File: config.mk
export PLATFORM = sky130hd
export DESIGN_NAME = word_line_xlate
export DESIGN_NICKNAME = d
export VERILOG_FILES = /design/src/rtl/xlate_pkg.sv /design/src/rtl/xlate_off_queue.sv /design/src/rtl/xlate_req_encode.sv /design/src/rtl/xlate_rsp_select.sv /design/src/rtl/word_line_xlate.sv
export SDC_FILE = /design/constraint.sdc
export NUM_CORES = 1
export LEC_CHECK = 0
export BUFFER_PORTS_ARGS = -buffer_cell sky130_fd_sc_hd__buf_2
export CAP_MARGIN = 20
export CORE_AREA = 2 2 479 481
export CTS_CLUSTER_DIAMETER = 30
export DETAILED_ROUTE_END_ITERATION = 7
export DIE_AREA = 0 0 481 483
export PLACE_DENSITY_LB_ADDON = 0.1
export SYNTH_ARGS = -nofsm -noshare
export SYNTH_HDL_FRONTEND = slang
export SYNTH_SLANG_ARGS = --single-unit
File: constraint.sdc
create_clock -name clk -period 2.4 [get_ports clk]
set_input_delay 0.12 -clock clk [delete_from_list [all_inputs] [get_ports clk]]
set_output_delay 0.12 -clock clk [all_outputs]
set_load 0.02 [all_outputs]
File: src/rtl/xlate_pkg.sv
package xlate_pkg;
    localparam int CPU_AW     = 32;
    localparam int WORD_W     = 32;
    localparam int LINE_W     = 512;
    localparam int MEM_AW     = 24;
    localparam int WORDS      = LINE_W / WORD_W;
    localparam int OFF_W      = $clog2(WORDS);
    localparam int BE_W       = LINE_W / 8;
    localparam int WORD_BYTES = WORD_W / 8;
    localparam int BYTE_LSB   = $clog2(WORD_BYTES);
    localparam int LINE_LSB   = $clog2(BE_W);

    typedef logic [OFF_W-1:0]  off_t;
    typedef logic [LINE_W-1:0] line_t;
    typedef logic [BE_W-1:0]   be_t;
    typedef logic [WORD_W-1:0] word_t;

    typedef struct packed {
        logic                write;
        logic [MEM_AW-1:0]   addr;
        be_t                 be;
        line_t               data;
    } wide_req_t;

    function automatic logic [MEM_AW-1:0] line_of(input logic [CPU_AW-1:0] a);
        return a[LINE_LSB +: MEM_AW];
    endfunction

    function automatic off_t off_of(input logic [CPU_AW-1:0] a);
        return a[BYTE_LSB +: OFF_W];
    endfunction

    function automatic be_t word_mask(input off_t k);
        be_t m;
        m = '0;
        m[k*WORD_BYTES +: WORD_BYTES] = '1;
        return m;
    endfunction

    function automatic line_t spread(input off_t k, input word_t d);
        line_t l;
        l = '0;
        l[k*WORD_W +: WORD_W] = d;
        return l;
    endfunction

    function automatic word_t pick(input line_t l, input off_t k);
        return l[k*WORD_W +: WORD_W];
    endfunction
endpackage

File: src/rtl/xlate_off_queue.sv
module xlate_off_queue
    import xlate_pkg::*;
#(
    parameter int DEPTH = 4,
    localparam int PTR_W = (DEPTH > 1) ? $clog2(DEPTH) : 1,
    localparam int CNT_W = $clog2(DEPTH + 1)
) (
    input  logic             clk,
    input  logic             rst,
    input  logic             push,
    input  off_t             din,
    input  logic             pop,
    output off_t             dout,
    output logic             full,
    output logic             empty,
    output logic [CNT_W-1:0] count
);
    off_t             slots [DEPTH];
    logic [PTR_W-1:0] wr_ptr, rd_ptr;

    function automatic logic [PTR_W-1:0] bump(input logic [PTR_W-1:0] p);
        return (p == PTR_W'(DEPTH - 1)) ? '0 : p + 1'b1;
    endfunction

    assign full  = (count == CNT_W'(DEPTH));
    assign empty = (count == '0);
    assign dout  = slots[rd_ptr];

    always_ff @(posedge clk) begin
        if (rst) begin
            wr_ptr <= '0;
            rd_ptr <= '0;
            count  <= '0;
        end else begin
            if (push) begin
                slots[wr_ptr] <= din;
                wr_ptr        <= bump(wr_ptr);
            end
            if (pop) rd_ptr <= bump(rd_ptr);
            case ({push, pop})
                2'b10:   count <= count + 1'b1;
                2'b01:   count <= count - 1'b1;
                default: count <= count;
            endcase
        end
    end
endmodule

File: src/rtl/xlate_req_encode.sv
module xlate_req_encode
    import xlate_pkg::*;
(
    input  logic              write,
    input  logic [CPU_AW-1:0] addr,
    input  word_t             wdata,
    output wide_req_t         req,
    output off_t              off
);
    always_comb begin
        off       = off_of(addr);
        req.write = write;
        req.addr  = line_of(addr);
        req.be    = write ? word_mask(off) : '0;
        req.data  = write ? spread(off, wdata) : '0;
    end
endmodule

File: src/rtl/xlate_rsp_select.sv
module xlate_rsp_select
    import xlate_pkg::*;
(
    input  line_t line,
    input  off_t  off,
    output word_t word
);
    assign word = pick(line, off);
endmodule

File: src/rtl/word_line_xlate.sv
module word_line_xlate
    import xlate_pkg::*;
#(
    parameter int DEPTH = 4,
    localparam int CNT_W = $clog2(DEPTH + 1)
) (
    input  logic          clk,
    input  logic          rst,
    input  logic          cpu_req_valid,
    output logic          cpu_req_ready,
    input  logic          cpu_req_write,
    input  logic [31:0]   cpu_req_addr,
    input  logic [31:0]   cpu_req_wdata,
    output logic          cpu_rsp_valid,
    input  logic          cpu_rsp_ready,
    output logic [31:0]   cpu_rsp_data,
    output logic          mem_req_valid,
    input  logic          mem_req_ready,
    output logic          mem_req_write,
    output logic [23:0]   mem_req_addr,
    output logic [63:0]   mem_req_be,
    output logic [511:0]  mem_req_wdata,
    input  logic          mem_rsp_valid,
    output logic          mem_rsp_ready,
    input  logic [511:0]  mem_rsp_data
);
    wide_req_t        enc;
    off_t             enc_off, head_off;
    logic             q_full, q_empty, slot_ok, push, pop;
    logic [CNT_W-1:0] q_count;

    xlate_req_encode u_enc (
        .write (cpu_req_write),
        .addr  (cpu_req_addr),
        .wdata (cpu_req_wdata),
        .req   (enc),
        .off   (enc_off)
    );

    // loads need a queue slot, stores do not
    assign slot_ok       = cpu_req_write || !q_full;
    assign mem_req_valid = cpu_req_valid && slot_ok;
    assign cpu_req_ready = mem_req_ready && slot_ok;
    assign mem_req_write = enc.write;
    assign mem_req_addr  = enc.addr;
    assign mem_req_be    = enc.be;
    assign mem_req_wdata = enc.data;

    assign push = cpu_req_valid && cpu_req_ready && !cpu_req_write;
    assign pop  = mem_rsp_valid && cpu_rsp_ready;

    xlate_off_queue #(.DEPTH(DEPTH)) u_q (
        .clk   (clk),
        .rst   (rst),
        .push  (push),
        .din   (enc_off),
        .pop   (pop),
        .dout  (head_off),
        .full  (q_full),
        .empty (q_empty),
        .count (q_count)
    );

    xlate_rsp_select u_sel (
        .line (mem_rsp_data),
        .off  (head_off),
        .word (cpu_rsp_data)
    );

    assign cpu_rsp_valid = mem_rsp_valid;
    assign mem_rsp_ready = cpu_rsp_ready;
endmodule

# == Word-level counts from Yosys, hierarchy flattened ==
# Memory sizes are Yosys's and may differ from the RTL's. A register that Yosys moved wholly into a read port is not among the register bits.
# Cells that the tools add are included.
# totals
regBits,7
ramBits,16
in_bits,583
word_cells,41
mem_count,1
# classes
addsub,6
n_eq_ne,5
n_shift,5
muxes,10
bitwise,2
reduce_logical,9
# mem_list
name,depth,width,rd,rd_ports_with_merged_regs,wr,line_no,source
u_q.slots,4,4,1,1,1,xlate_off_queue.sv:18,off_t slots [DEPTH];
# ops
cell,count
512-bit AND,1
512-bit 2-to-1 mux,1
32-bit by 34-bit variable shift with 512-bit output (first input constant),1
32-bit by 34-bit variable part select with 512-bit output,1
512-bit by 10-bit variable part select with 32-bit output,1
64-bit AND,1
64-bit 2-to-1 mux,1
4-bit by 34-bit variable shift with 64-bit output (first input constant),1
4-bit by 34-bit variable part select with 64-bit output (first input constant),1
6-bit negator with 34-bit output,1
9-bit negator with 34-bit output,1
2-bit 2-to-1 mux,4
2-bit == test (second input constant),3
3-bit one-hot mux with 2 select lines,1
1-bit logical AND,5
2-bit by 1-bit adder with 2-bit output (second input constant),2
3-bit by 1-bit adder with 3-bit output (second input constant),1
3-bit == test (second input constant),1
1-bit 2-to-1 mux,3
3-bit by 1-bit subtractor with 3-bit output (second input constant),1
2-bit by 1-bit == test with 1-bit output (second input constant),1
1-bit zero test,2
2-bit nonzero test,1
1-bit logical OR,1

# == Logic depth before layout (Yosys ltp) ==
# Gate-level depths: netlist of run 1.
# depth
ltp_word,9
mapped_depth,9
mapped_depth_nobuf,9

# == Hierarchy ==
# Synthesis of run 1 repeated with hierarchy kept, for this count alone.
# unflattened
cells_unflattened,1155
area_unflattened_um2,8949.8
# modules_own_cells
module,instances,cells_each,area_each_um2,seq_area_each_um2
xlate_req_encode,1,807,4141.5,0.0
xlate_rsp_select,1,271,3728.6,0.0
xlate_off_queue,1,69,1031.0,660.6
word_line_xlate,1,8,48.8,0.0

# == Worst setup path after synthesis of run 1 ==
# No wires, ideal clock.
# synth_timing
path_type,input -> output
start,in cpu_req_addr[2]
end,out mem_req_be[13]
t_arrival_ns,2.290
setup_slack_ns,-0.010
cell_stages,7
n_path_buf,1
cell_sequence,inv_1 ha_1 nor2b_1 a211oi_1 nand3_1 nor4_1 buf_4
# synth_between
elab_chain_cells,4
# synth_lines
element,line_no,source
"start, declared",word_line_xlate.sv:12,"input logic [31:0] cpu_req_addr,"
6-bit negator with 34-bit output (*),xlate_pkg.sv:36,m[k*WORD_BYTES +: WORD_BYTES] = '1;
4-bit by 34-bit variable part select with 64-bit output / 4-bit by 34-bit variable shift with 64-bit output (equally long branches),xlate_pkg.sv:36,
64-bit AND (no line) (*),n/a,
64-bit 2-to-1 mux (*),xlate_req_encode.sv:14,req.be = write ? word_mask(off) : '0;
"end, declared",word_line_xlate.sv:21,"output logic [63:0] mem_req_be,"
# Mark *: on every way between the ends. The rest lies on a longest branch, timed or not.

==> results.py, run 1 <==
metrics = {
    "timing": {
        "fin_worst_skew_ns": 0.00126,
        "period_minus_slack_ns": 2.90,
        "min_period_over_period_pct": 121,
        "setup_viol_count_final": 32,
        "hold_violations": 0,
        "tightestPinTransition_ns": 0.784,
        "setup-tns-final_ns": -12.27,
        "final_critical_path_setup_slack_ns": -0.500,
        "achievable-frequency_mhz": 345,
        "rsz_0062_raised_after_global_routing": "true",
        "max_slew_margin_pct": 47.7,
        "finalMaxSlewViolations": 0,
    },
    "logic_synthesis": {
        "postSynthAreaPerCell_um2": 7.22,
        "synth.area.top_cells": "and2_1 (33%), mux2i_1 (27%), o22ai_1 (8.3%)",
        "synth_adder_area_share_pct": 1.50,
        "synth_sequential_area_ratio_pct": 6.82,
        "yosysMostFrequentCell": "and2_1",
        "postSynthNetCount": 1937,
        "synthTopCellsByCount": "and2_1 (516), mux2i_1 (257), o22ai_1 (128), clkbuf_1 (106), buf_4 (75)",
        "netlist-cell-type-count": 35,
        "synth_top_cell_by_area": "and2_1",
        "ys.warnings.count": 0,
        "synth-async-reset-ratio_pct": 0,
        "synth_xor_area_share_pct": 0.181,
        "synthCells": 1343,
        "synth_top_family_by_area": "simple AND/OR/NAND/NOR gates",
        "synth_compound_gate_area_share_pct": 12.1,
        "post-synth-top-area-fraction_pct": 33.3,
        "yosys_register_bits": 25,
        "main_flop_type_after_synthesis": "edfxtp_1",
        "synth_cell_area_um2": 9690,
        "synth_edf_count": 16,
        "muxShareOfSynthArea_pct": 27.5,
        "synth_simple_gate_area_share_pct": 37.8,
    },
    "global_route": {
        "grt_antenna_before_repair": 64,
        "globalRouteOverflowTotal": 0,
        "via_count_of_the_first_global_routing_pass": 15600,
        "maximum_number_of_pins_on_one_net_before_global_route_repair": 37,
        "all_layer_global_routing_usage_pct": 9.48,
        "first_pass_grt_wire_length_mm": 150,
    },
    "clock_network": {
        "clkSinkCount": 25,
        "clk_latency_ns": 0.26,
        "cts_tree": "done",
        "inserted_clock_buffers": 3,
        "cts_root_buffer": "clkbuf_16",
        "cts.hold.buffers_added": 0,
        "worst_setup_hold_path_clk_slew_ns": 0.06,
        "htreeDepth": 1,
        "clock_path_buffers": 2,
    },
    "final_layout": {
        "fin_nets": 3105,
        "utilization_pct": 9.63,
        "layout-drive-gt1-share_pct": 60.7,
        "postLayoutCellArea_um2": 21800,
        "nFillCells": 26800,
        "layout-area-overhead-vs-synth_pct": 125,
    },
    "die": {
        "num_io_pins": 1220,
        "core_um2": 227000,
        "die-area_um2": 232000,
        "dieWidth_um": 481,
        "die_h_um": 483,
        "initial_util_pct": 4.27,
        "placementRows": 175,
    },
    "route": {
        "wl_mm": 119,
        "routedWlPerCell_um": 21.4,
        "route.detailed.vias_per_inst": 2.65,
        "num_vias": 14700,
        "dr.first_iter.drc_count": 390,
        "drc": 0,
        "detail-route-antenna-nets": 0,
        "drt_first_pass_iters": 4,
    },
    "place": {
        "io_buffer_count": 1167,
        "gp_routability_congestion": 0.777,
        "detailedPlacementHpwl_mm": 102,
        "dpl_cell_area_um2": 20200,
    },
    "setup_path": {
        "crit_path_cell_trace": "mux4_4 > buf_12 > buf_16 > buf_12 > buf_8 > buf_6 > mux2i_1 > o22ai_1 > o21ai_1 > o21ai_1 > buf_4",
        "worstSetupEndpointType": "output pin",
        "cpMaxStageDelayCell": "mux4_4",
        "cp_num_cells": 11,
        "worstPathRequired_ns": 2.28,
        "timing.critical_path.slowest_cell_delay_ns": 0.66,
        "kind_of_launch_point_of_the_worst_setup_path": "register",
        "crit_buf_inv": 6,
        "critical_path_peak_fanout": 7,
        "cp_data_arrival_time_ns": 2.78,
        "setup.worst_path.class": "register to output pin",
        "critical_path.top_delay_family": "buffers and inverters",
        "reg2reg_depth": 9,
    },
    "power_and_ir_drop": {
        "overall_power_uw": 4250,
        "total_leakage_power_uw": 0.0109,
        "pwr_density_cell_nw_per_um2": 195,
        "ir_worst_vdd_v": 0.000198,
    },
    "worst_hold_path": {
        "hold_path.class": "input pin to register",
        "hold_depth": 2,
    },
    "flow_run": {
        "cap_viol_max_count": 0,
    },
    "run_status": {
        "run_status": "finished with violations",
        "failed_checks": "setup timing",
    },
}
-- path summary, 6_finish.rpt --
| path | start | slack (ns) | end |
|---|---|---|---|
| setup / recovery | u_q.slots[2][0] | -0.50 | cpu_rsp_data[21] |
| hold / removal | rst | 0.15 | u_q.count[2] |
| hold reg to reg | u_q.count[2] | 0.49 | u_q.count[2] |
| setup reg to reg | u_q.count[0] | 0.42 | u_q.count[2] |
-- cell families (layout without fill, tap and decap cells) --
family	Yosys count	count (layout)
mux	261	261
simple gates	615	615
xor+xnor	2	2
buf+inv	228	1395
fa+ha+maj	11	11
other cells	0	39
compound gates	201	201
flops	25	25
-- cells in the final DEF (no fill, tap or decap), types with 7 or more instances in the layout --
master    count
o21ai_2      14
o22ai_2      24
buf_8         9
mux2i_1     202
nor2_2        7
and2_1      516
nor2_1       40
mux2i_4      26
o22ai_1     101
nor2_4       13
dfxtp_1       8
edfxtp_1     16
o21ai_1      49
ha_1         10
mux2i_2      29
buf_2      1134
nand2_1       8
diode_2      39
buf_4       138
buf_6        30
inv_1         9
buf_12       62
-- registers in the layout, summed over array words and instances (netlist names), named ones only --
signal / cells
u_q.rd_ptr: 2
u_q.wr_ptr: 2
u_q.slots: 16
u_q.count: 3
-- power breakdown --
| group | internal (uW) | switching [uW] |
|---|---|---|
| logic | 1490 | 1900 |
| registers | 468 | 7.34 |
| clock network | 226 | 151 |
| total | 2190 | 2060 |
-- worst register-to-register path, stage by stage, from the launching register on --
cell	delay (ns)
dfxtp_1	0.32
inv_1	0.10
nand3_1	0.10
nand4b_1	0.15
ha_1	0.20
inv_1	0.06
fa_1	0.37
xor2_1	0.16
or3_1	0.31
a21oi_1	0.14
-- timing repair --
action                     4_1_cts  5_1_grt
setup endpoints to repair       32      308
resized for setup              171       85
cloned                           4        3
pin swaps                       42       41
setup buffers                   19        8
-- final cells by class --
class                           count  area (um2)  area share [%]
Clock inverter                      1        7.51          0.0344
Antenna cell                       39        97.6           0.447
Multi-Input combinational cell   1090        8550            39.2
Tap cell                         3009        3760            17.2
Timing Repair Buffer             1381        8640            39.6
Clock buffer                        3        75.1           0.344
Sequential cell                    25         662            3.03
Inverter                           10        37.5           0.172
-- per-stage QoR --
step                      hold WS, ns  std cells  setup WS [ns]
after floorplan                 0.219       1343          0.181
after global placement          0.240       5493         -0.610
after detailed placement        0.240       5493         -0.612
after CTS                       0.166       5512         -0.526
after global routing            0.179       5527         -0.580
final                           0.152       5558         -0.500
-- per-layer routing --
layer  track usage (%)  up-vias  wire, um  part of all wire, %
li1                  -     6887         -                    -
met1              9.77     6812     42900                   36
met2              19.1      893     64500                   54
met3              2.18      104      8560                  7.2
met4              1.63       28      2700                  2.3
met5                 0        -       179                 0.15
(Power assumes the default switching activity.)
==> inputs of run 2 (changes only) <==
==> constraint.sdc (replaced) <==
create_clock -name clk -period 2.9 [get_ports clk]
set_input_delay 0.145 -clock clk [delete_from_list [all_inputs] [get_ports clk]]
set_output_delay 0.145 -clock clk [all_outputs]
set_load 0.02 [all_outputs]
==> run 2 against run 1 <==
Net effect: the flow now finishes without violations; sequential power decreased by 17%; core utilization down 0.47 points; count of clock-buffer cells in the layout stayed put; clock skew grew 0.0048 ns; die area is the same; global-route usage decreased by 0.39 points; via count down 3.6%; critical path depth fell by 1; design area fell by 4.9%; critical endpoint is now cpu_rsp_data[28]; highest routed layer unchanged.
==> results.py, run 2 (same netlist as run 1, synthesis figures left out) <==
metrics = {
    "run_status": {
        "run_status": "complete, no violations",
    },
    "setup_path": {
        "cpMaxStageDelayCell": "mux4_4",
        "critical_path.top_delay_family": "buffers and inverters",
        "timing.critical_path.slowest_cell_delay_ns": 0.63,
        "crit_buf_inv": 5,
        "cp_num_cells": 10,
        "cp_data_arrival_time_ns": 2.73,
        "setup.worst_path.class": "register to output pin",
        "regToRegSetupSlack_ns": 0.81,
        "crit_path_cell_trace": "mux4_4 > buf_12 > buf_16 > buf_6 > mux2i_2 > o22ai_1 > buf_4 > o21ai_1 > o21ai_1 > buf_4",
        "crit-reg2reg-launch": "u_q.count[0]",
        "kind_of_launch_point_of_the_worst_setup_path": "register",
        "regToRegEndpoint": "u_q.count[2]",
        "worstPathRequired_ns": 2.76,
        "reg2reg_depth": 9,
        "worstSetupEndpointType": "output pin",
        "critical_path_peak_fanout": 10,
    },
    "worst_hold_path": {
        "worstHoldStart": "rst",
        "hold_path.class": "input pin to register",
        "min_delay_worst_endpoint": "u_q.wr_ptr[0]",
        "hold_depth": 2,
    },
    "clock_network": {
        "inserted_clock_buffers": 3,
        "cts_root_buffer": "clkbuf_16",
        "worst_setup_hold_path_clk_slew_ns": 0.07,
        "clock_path_buffers": 2,
        "clkSinkCount": 25,
        "clk_latency_ns": 0.26,
        "cts_tree": "done",
        "htreeDepth": 1,
    },
    "timing": {
        "setup_viol_count_final": 0,
        "fin_worst_skew_ns": 0.00603,
        "period_minus_slack_ns": 2.88,
        "max_slew_margin_pct": 50.0,
        "hold_violations": 0,
        "finalMaxSlewViolations": 0,
        "setup-tns-final_ns": 0,
        "rsz_0062_raised_after_global_routing": "true",
        "tightestPinTransition_ns": 0.750,
        "min_period_over_period_pct": 99.3,
        "achievable-frequency_mhz": 347,
        "finalHoldWorstSlack_ns": 0.178,
    },
    "route": {
        "drc": 0,
        "wl_mm": 114,
        "dr.first_iter.drc_count": 416,
        "top_layer_used": "met5",
        "drt_first_pass_iters": 4,
        "route.detailed.vias_per_inst": 2.60,
        "routedWlPerCell_um": 20.8,
        "route.met3.wl_mm": 8.54,
        "wl_met2_mm": 61.1,
        "detail-route-antenna-nets": 0,
        "num_vias": 14200,
        "wl_met1_mm": 42.5,
    },
    "global_route": {
        "globalRouteOverflowTotal": 0,
        "all_layer_global_routing_usage_pct": 9.09,
        "first_pass_grt_wire_length_mm": 143,
        "maximum_number_of_pins_on_one_net_before_global_route_repair": 37,
        "grt_antenna_before_repair": 60,
        "via_count_of_the_first_global_routing_pass": 14900,
    },
    "final_layout": {
        "reg.largest.list": "u_q.slots x16, u_q.count x3",
        "layout-area-overhead-vs-synth_pct": 114,
        "utilization_pct": 9.16,
        "combined_area_of_the_multi_input_logic_cells_um2": 8430,
        "final_common_cell": "buf_2",
        "nFillCells": 26800,
        "largest_register_ffs": 16,
        "layout-drive-gt1-share_pct": 58.7,
        "top_register": "u_q.slots",
        "layout.area.seq_um2": 663,
        "finalNonFillerCells": 5465,
        "fin_nets": 3028,
        "commonest_cells_after_routing_fill_and_taps_aside": "buf_2 (1,147), and2_1 (516), mux2i_1 (214)",
    },
    "flow_run": {
        "cap_viol_max_count": 0,
    },
    "power_and_ir_drop": {
        "total_leakage_power_uw": 0.0104,
        "ir_worst_vdd_v": 0.000177,
        "pwr_density_cell_nw_per_um2": 159,
        "overall_power_uw": 3310,
    },
    "die": {
        "initial_util_pct": 4.27,
        "placementRows": 175,
        "core_um2": 227000,
        "num_io_pins": 1220,
        "die_h_um": 483,
        "dieWidth_um": 481,
        "die-area_um2": 232000,
    },
    "place": {
        "io_buffer_count": 1167,
        "detailedPlacementHpwl_mm": 95.9,
        "gp_routability_congestion": 0.729,
        "dpl.cell_count": 5410,
    },
}
[run 2: cell count changes in the layout (fill, tap and decap cells not counted), moves of 4 or more]
| cell | delta |
|---|---|
| mux2i_4 | -9 |
| buf_6 | -12 |
| buf_16 | +4 |
| o21ai_1 | -4 |
| buf_8 | -4 |
| buf_2 | +13 |
| buf_4 | -55 |
| mux2i_1 | +12 |
| buf_12 | -21 |
| diode_2 | -16 |
[run 2: layout make-up]
class	instances	area share, %
Clock inverter	1	0.0361
Sequential cell	25	3.19
Timing Repair Buffer	1304	37.3
Antenna cell	23	0.277
Inverter	10	0.181
Tap cell	3009	18.1
Clock buffer	3	0.361
Multi-Input combinational cell	1090	40.6
[run 2: worst max path at each step]
stage | start | to | slack (ns)
detailed placement | register | cpu_rsp_data[10] | -0.15
global route | u_q.slots[3][0] | cpu_rsp_data[28] | -0.06
finish | u_q.slots[3][0] | cpu_rsp_data[28] | 0.02
global placement | register | cpu_rsp_data[10] | -0.15
floorplan | cpu_req_addr[2] | mem_req_be[13] | 0.44
CTS | u_q.slots[3][0] | cpu_rsp_data[24] | -0.05
[run 2: stage by stage]
stage	cell area, um2	setup slack [ns]
final	20800	0.0208
after global routing	20700	-0.0600
after CTS	20400	-0.0544
after detailed placement	19300	-0.151
after global placement	19300	-0.150
after floorplan	9690	0.440
[run 2: worst register-to-register path: cells and delay by family (launching register included)]
family / cells / cell delay, ns
AO/OA/AOI/OAI: 1 / 0.14
XOR/XNOR: 1 / 0.16
adder cells (fa/ha/maj): 2 / 0.61
buffers and inverters: 2 / 0.16
flip-flops: 1 / 0.32
AND/OR/NAND/NOR: 3 / 0.65
[run 2: power breakdown]
group / internal, uW / switching (uW)
Clock: 188 / 135
Combinational: 1100 / 1490
Sequential: 388 / 6.44
[run 2: metal layers]
layer	up-vias	global-route usage, %
met4	30	1.08
met3	88	2.19
met1	6493	9.62
met5	-	0
li1	6706	-
met2	874	18.2
[run 2: what timing repair did]
| action | in CTS | in global routing |
|---|---|---|
| resized for setup | 122 | 72 |
| hold buffers | 0 | 0 |
| setup buffers | 27 | 1 |
| setup endpoints to repair | 27 | 28 |
| pin swaps | 23 | 28 |
| gates cloned | 7 | 0 |
==> inputs of run 3 (changes only) <==
--- a/config.mk
+++ b/config.mk
@@ -5,12 +5,13 @@
 export SDC_FILE = /design/constraint.sdc
 export NUM_CORES = 1
 export LEC_CHECK = 0
+export ABC_AREA = 1
 export BUFFER_PORTS_ARGS = -buffer_cell sky130_fd_sc_hd__buf_2
 export CAP_MARGIN = 20
-export CORE_AREA = 2 2 479 481
+export CORE_AREA = 2 2 470 472
 export CTS_CLUSTER_DIAMETER = 30
 export DETAILED_ROUTE_END_ITERATION = 7
-export DIE_AREA = 0 0 481 483
+export DIE_AREA = 0 0 472 474
 export PLACE_DENSITY_LB_ADDON = 0.1
 export SYNTH_ARGS = -nofsm -noshare
 export SYNTH_HDL_FRONTEND = slang
==> run 3 against run 2 <==
Net effect: die area decreased by 3.7%; clock power down 4%; cell count rose by 19%; combinational power is 47% higher; sequential share of layout area fell by 0.24 points; hold slack lost 0.088 ns.
==> results.py, run 3 <==
metrics = {
    "die": {
        "die-area_um2": 224000,
        "num_io_pins": 1220,
        "placementRows": 172,
        "core_um2": 219000,
        "dieWidth_um": 472,
        "initial_util_pct": 5.71,
        "die_h_um": 474,
    },
    "final_layout": {
        "reg.largest.list": "u_q.slots x16, u_q.count x3",
        "commonest_cells_after_routing_fill_and_taps_aside": "buf_2 (1,150), nor2_1 (557), nand3_1 (510)",
        "layout-area-overhead-vs-synth_pct": 81.0,
        "top_register": "u_q.slots",
        "finalNonFillerCells": 6507,
        "fin_nets": 4216,
        "final_common_cell": "buf_2",
        "postLayoutCellArea_um2": 22600,
        "layout-drive-gt1-share_pct": 38.4,
        "largest_register_ffs": 16,
    },
    "logic_synthesis": {
        "ys.warnings.count": 0,
        "yosys_register_bits": 25,
        "synth_top_cell_by_area": "nand3_1",
        "synthTopCellsByCount": "nor2_1 (557), nand3_1 (523), nand2_1 (514), inv_1 (346), nand3b_1 (192)",
        "postSynthAreaPerCell_um2": 4.85,
        "postSynthNetCount": 3165,
        "synth_cell_area_um2": 12500,
        "netlist-cell-type-count": 31,
        "synth.area.top_cells": "nand3_1 (21%), nor2_1 (17%), nand2_1 (15%)",
        "yosysMostFrequentCell": "nor2_1",
        "synth_edf_count": 16,
        "synth-async-reset-ratio_pct": 0,
        "main_flop_type_after_synthesis": "edfxtp_1",
        "synthCells": 2571,
        "post-synth-top-area-fraction_pct": 21.0,
        "synth_sequential_area_ratio_pct": 5.29,
    },
    "setup_path": {
        "critical_path_peak_fanout": 52,
        "regToRegSetupSlack_ns": 0.89,
        "setup.worst_path.class": "register to output pin",
        "kind_of_launch_point_of_the_worst_setup_path": "register",
        "cp_data_arrival_time_ns": 2.62,
        "regToRegEndpoint": "u_q.count[2]",
        "reg2reg_depth": 12,
        "endpoint": "cpu_rsp_data[9]",
        "crit-reg2reg-launch": "u_q.count[0]",
        "worstPathRequired_ns": 2.76,
        "worstSetupEndpointType": "output pin",
    },
    "clock_network": {
        "clkSinkCount": 25,
        "htreeDepth": 1,
        "cts_tree": "done",
        "cts_root_buffer": "clkbuf_16",
        "inserted_clock_buffers": 3,
        "cts.hold.buffers_added": 0,
        "worst_setup_hold_path_clk_slew_ns": 0.06,
        "clk_latency_ns": 0.26,
        "clock_path_buffers": 2,
    },
    "route": {
        "wl_mm": 160,
        "num_vias": 21300,
        "routedWlPerCell_um": 24.7,
        "detail-route-antenna-nets": 0,
        "drc": 0,
        "route.detailed.vias_per_inst": 3.27,
        "dr.first_iter.drc_count": 1076,
        "drt_first_pass_iters": 5,
    },
    "place": {
        "detailedPlace.worstSlack_ns": -0.126,
        "detailedPlacementHpwl_mm": 139,
        "dpl_cell_area_um2": 22200,
        "io_buffer_count": 1167,
        "dpl.cell_count": 6481,
        "gp_routability_congestion": 0.841,
    },
    "timing": {
        "setup_viol_count_final": 0,
        "tightestPinTransition_ns": 0.736,
        "final_critical_path_setup_slack_ns": 0.134,
        "rsz_0062_raised_after_global_routing": "false",
        "finalMaxSlewViolations": 0,
        "max_slew_margin_pct": 50.9,
        "period_minus_slack_ns": 2.77,
        "achievable-frequency_mhz": 362,
        "hold_violations": 0,
        "min_period_over_period_pct": 95.4,
        "fin_worst_skew_ns": 0.00320,
    },
    "global_route": {
        "first_pass_grt_wire_length_mm": 207,
        "grt_antenna_before_repair": 35,
        "globalRouteOverflowTotal": 0,
        "maximum_number_of_pins_on_one_net_before_global_route_repair": 59,
        "all_layer_global_routing_usage_pct": 13.4,
        "via_count_of_the_first_global_routing_pass": 21800,
    },
    "power_and_ir_drop": {
        "ir_worst_vdd_v": 0.000131,
        "overall_power_uw": 4530,
        "pwr_density_cell_nw_per_um2": 200,
        "total_leakage_power_uw": 0.0119,
    },
    "flow_run": {
        "cap_viol_max_count": 0,
    },
    "worst_hold_path": {
        "hold_path.class": "input pin to register",
    },
    "run_status": {
        "run_status": "complete, no violations",
    },
}
## run 3: timing repair
| action | CTS | global route |
|---|---|---|
| gates cloned | 0 | 3 |
| endpoints found under the setup margin | 28 | 47 |
| resized for setup | 15 | 11 |
| buffers inserted | 3 | 2 |
| pin swaps | 2 | 1 |
## run 3: worst min-delay path by stage
stage,startpoint,to,slack (ns),cells after the start
floorplan,rst,u_q.count[1],0.22,1
global placement,cpu_req_addr[18],mem_req_addr[12],0.29,0
detailed placement,cpu_req_addr[18],mem_req_addr[12],0.29,0
CTS,rst,u_q.count[1],0.09,2
global route,rst,u_q.count[1],0.09,2
finish,rst,u_q.count[1],0.09,2
## run 3: cell type report
| cell class | count | area [um2] |
|---|---|---|
| well taps | 2871 | 3590 |
| flip-flops and latches | 25 | 666 |
| repair buffers | 1337 | 7920 |
| multi-input cells | 1897 | 8930 |
| diodes | 15 | 37.5 |
| clock buffers | 3 | 75.1 |
| inverters | 358 | 1360 |
| clock inverters | 1 | 5.00 |
| fillers | 26500 | 196000 |
## run 3: cell families (layout without fill, tap and decap cells)
| logic type | count (synthesis) | count (layout) | synth area share (%) |
|---|---|---|---|
| flops | 25 | 25 | 5.29 |
| simple gates | 1871 | 1871 | 68.5 |
| buf+inv | 649 | 1699 | 24.4 |
| other cells | 0 | 15 | 0 |
| compound gates | 15 | 15 | 0.622 |
| fa+ha+maj | 11 | 11 | 1.16 |
## run 3: through the flow
step                setup TNS (ns)  hold WS [ns]  utilization [%]
finish                           0        0.0898             10.3
global route                     0        0.0913             10.3
CTS                              0        0.0859             10.3
detailed placement          -0.826         0.290             10.2
global placement             -1.10         0.290             10.2
floorplan                        0         0.217                -
## run 3: critical path: stages, from the launching register on
cell and delay [ns]:
dfxtp_4 0.38, inv_4 0.09, nand2_1 0.09, nand3_4 0.13, buf_12 0.26, buf_16 0.30, nand3b_1 0.11, nand3_1 0.13
nand3_1 0.17, nand3_1 0.23, buf_4 0.18, nand2_1 0.06, buf_2 0.17
## run 3: routing by layer
metal	vias to the layer above	GRT usage (%)	part of all wire (%)
li1	10100	-	-
met1	10100	13.8	36
met2	953	27.7	56
met3	88	2.86	6.5
met4	14	2.00	1.8
met5	-	0	0.064
## run 3: power by group
part	switching [uW]	internal [uW]	leakage, uW
Clock	124	186	0.0000410
Combinational	2530	1300	0.0117
Sequential	8.71	389	0.000219
Total	2660	1870	0.0119
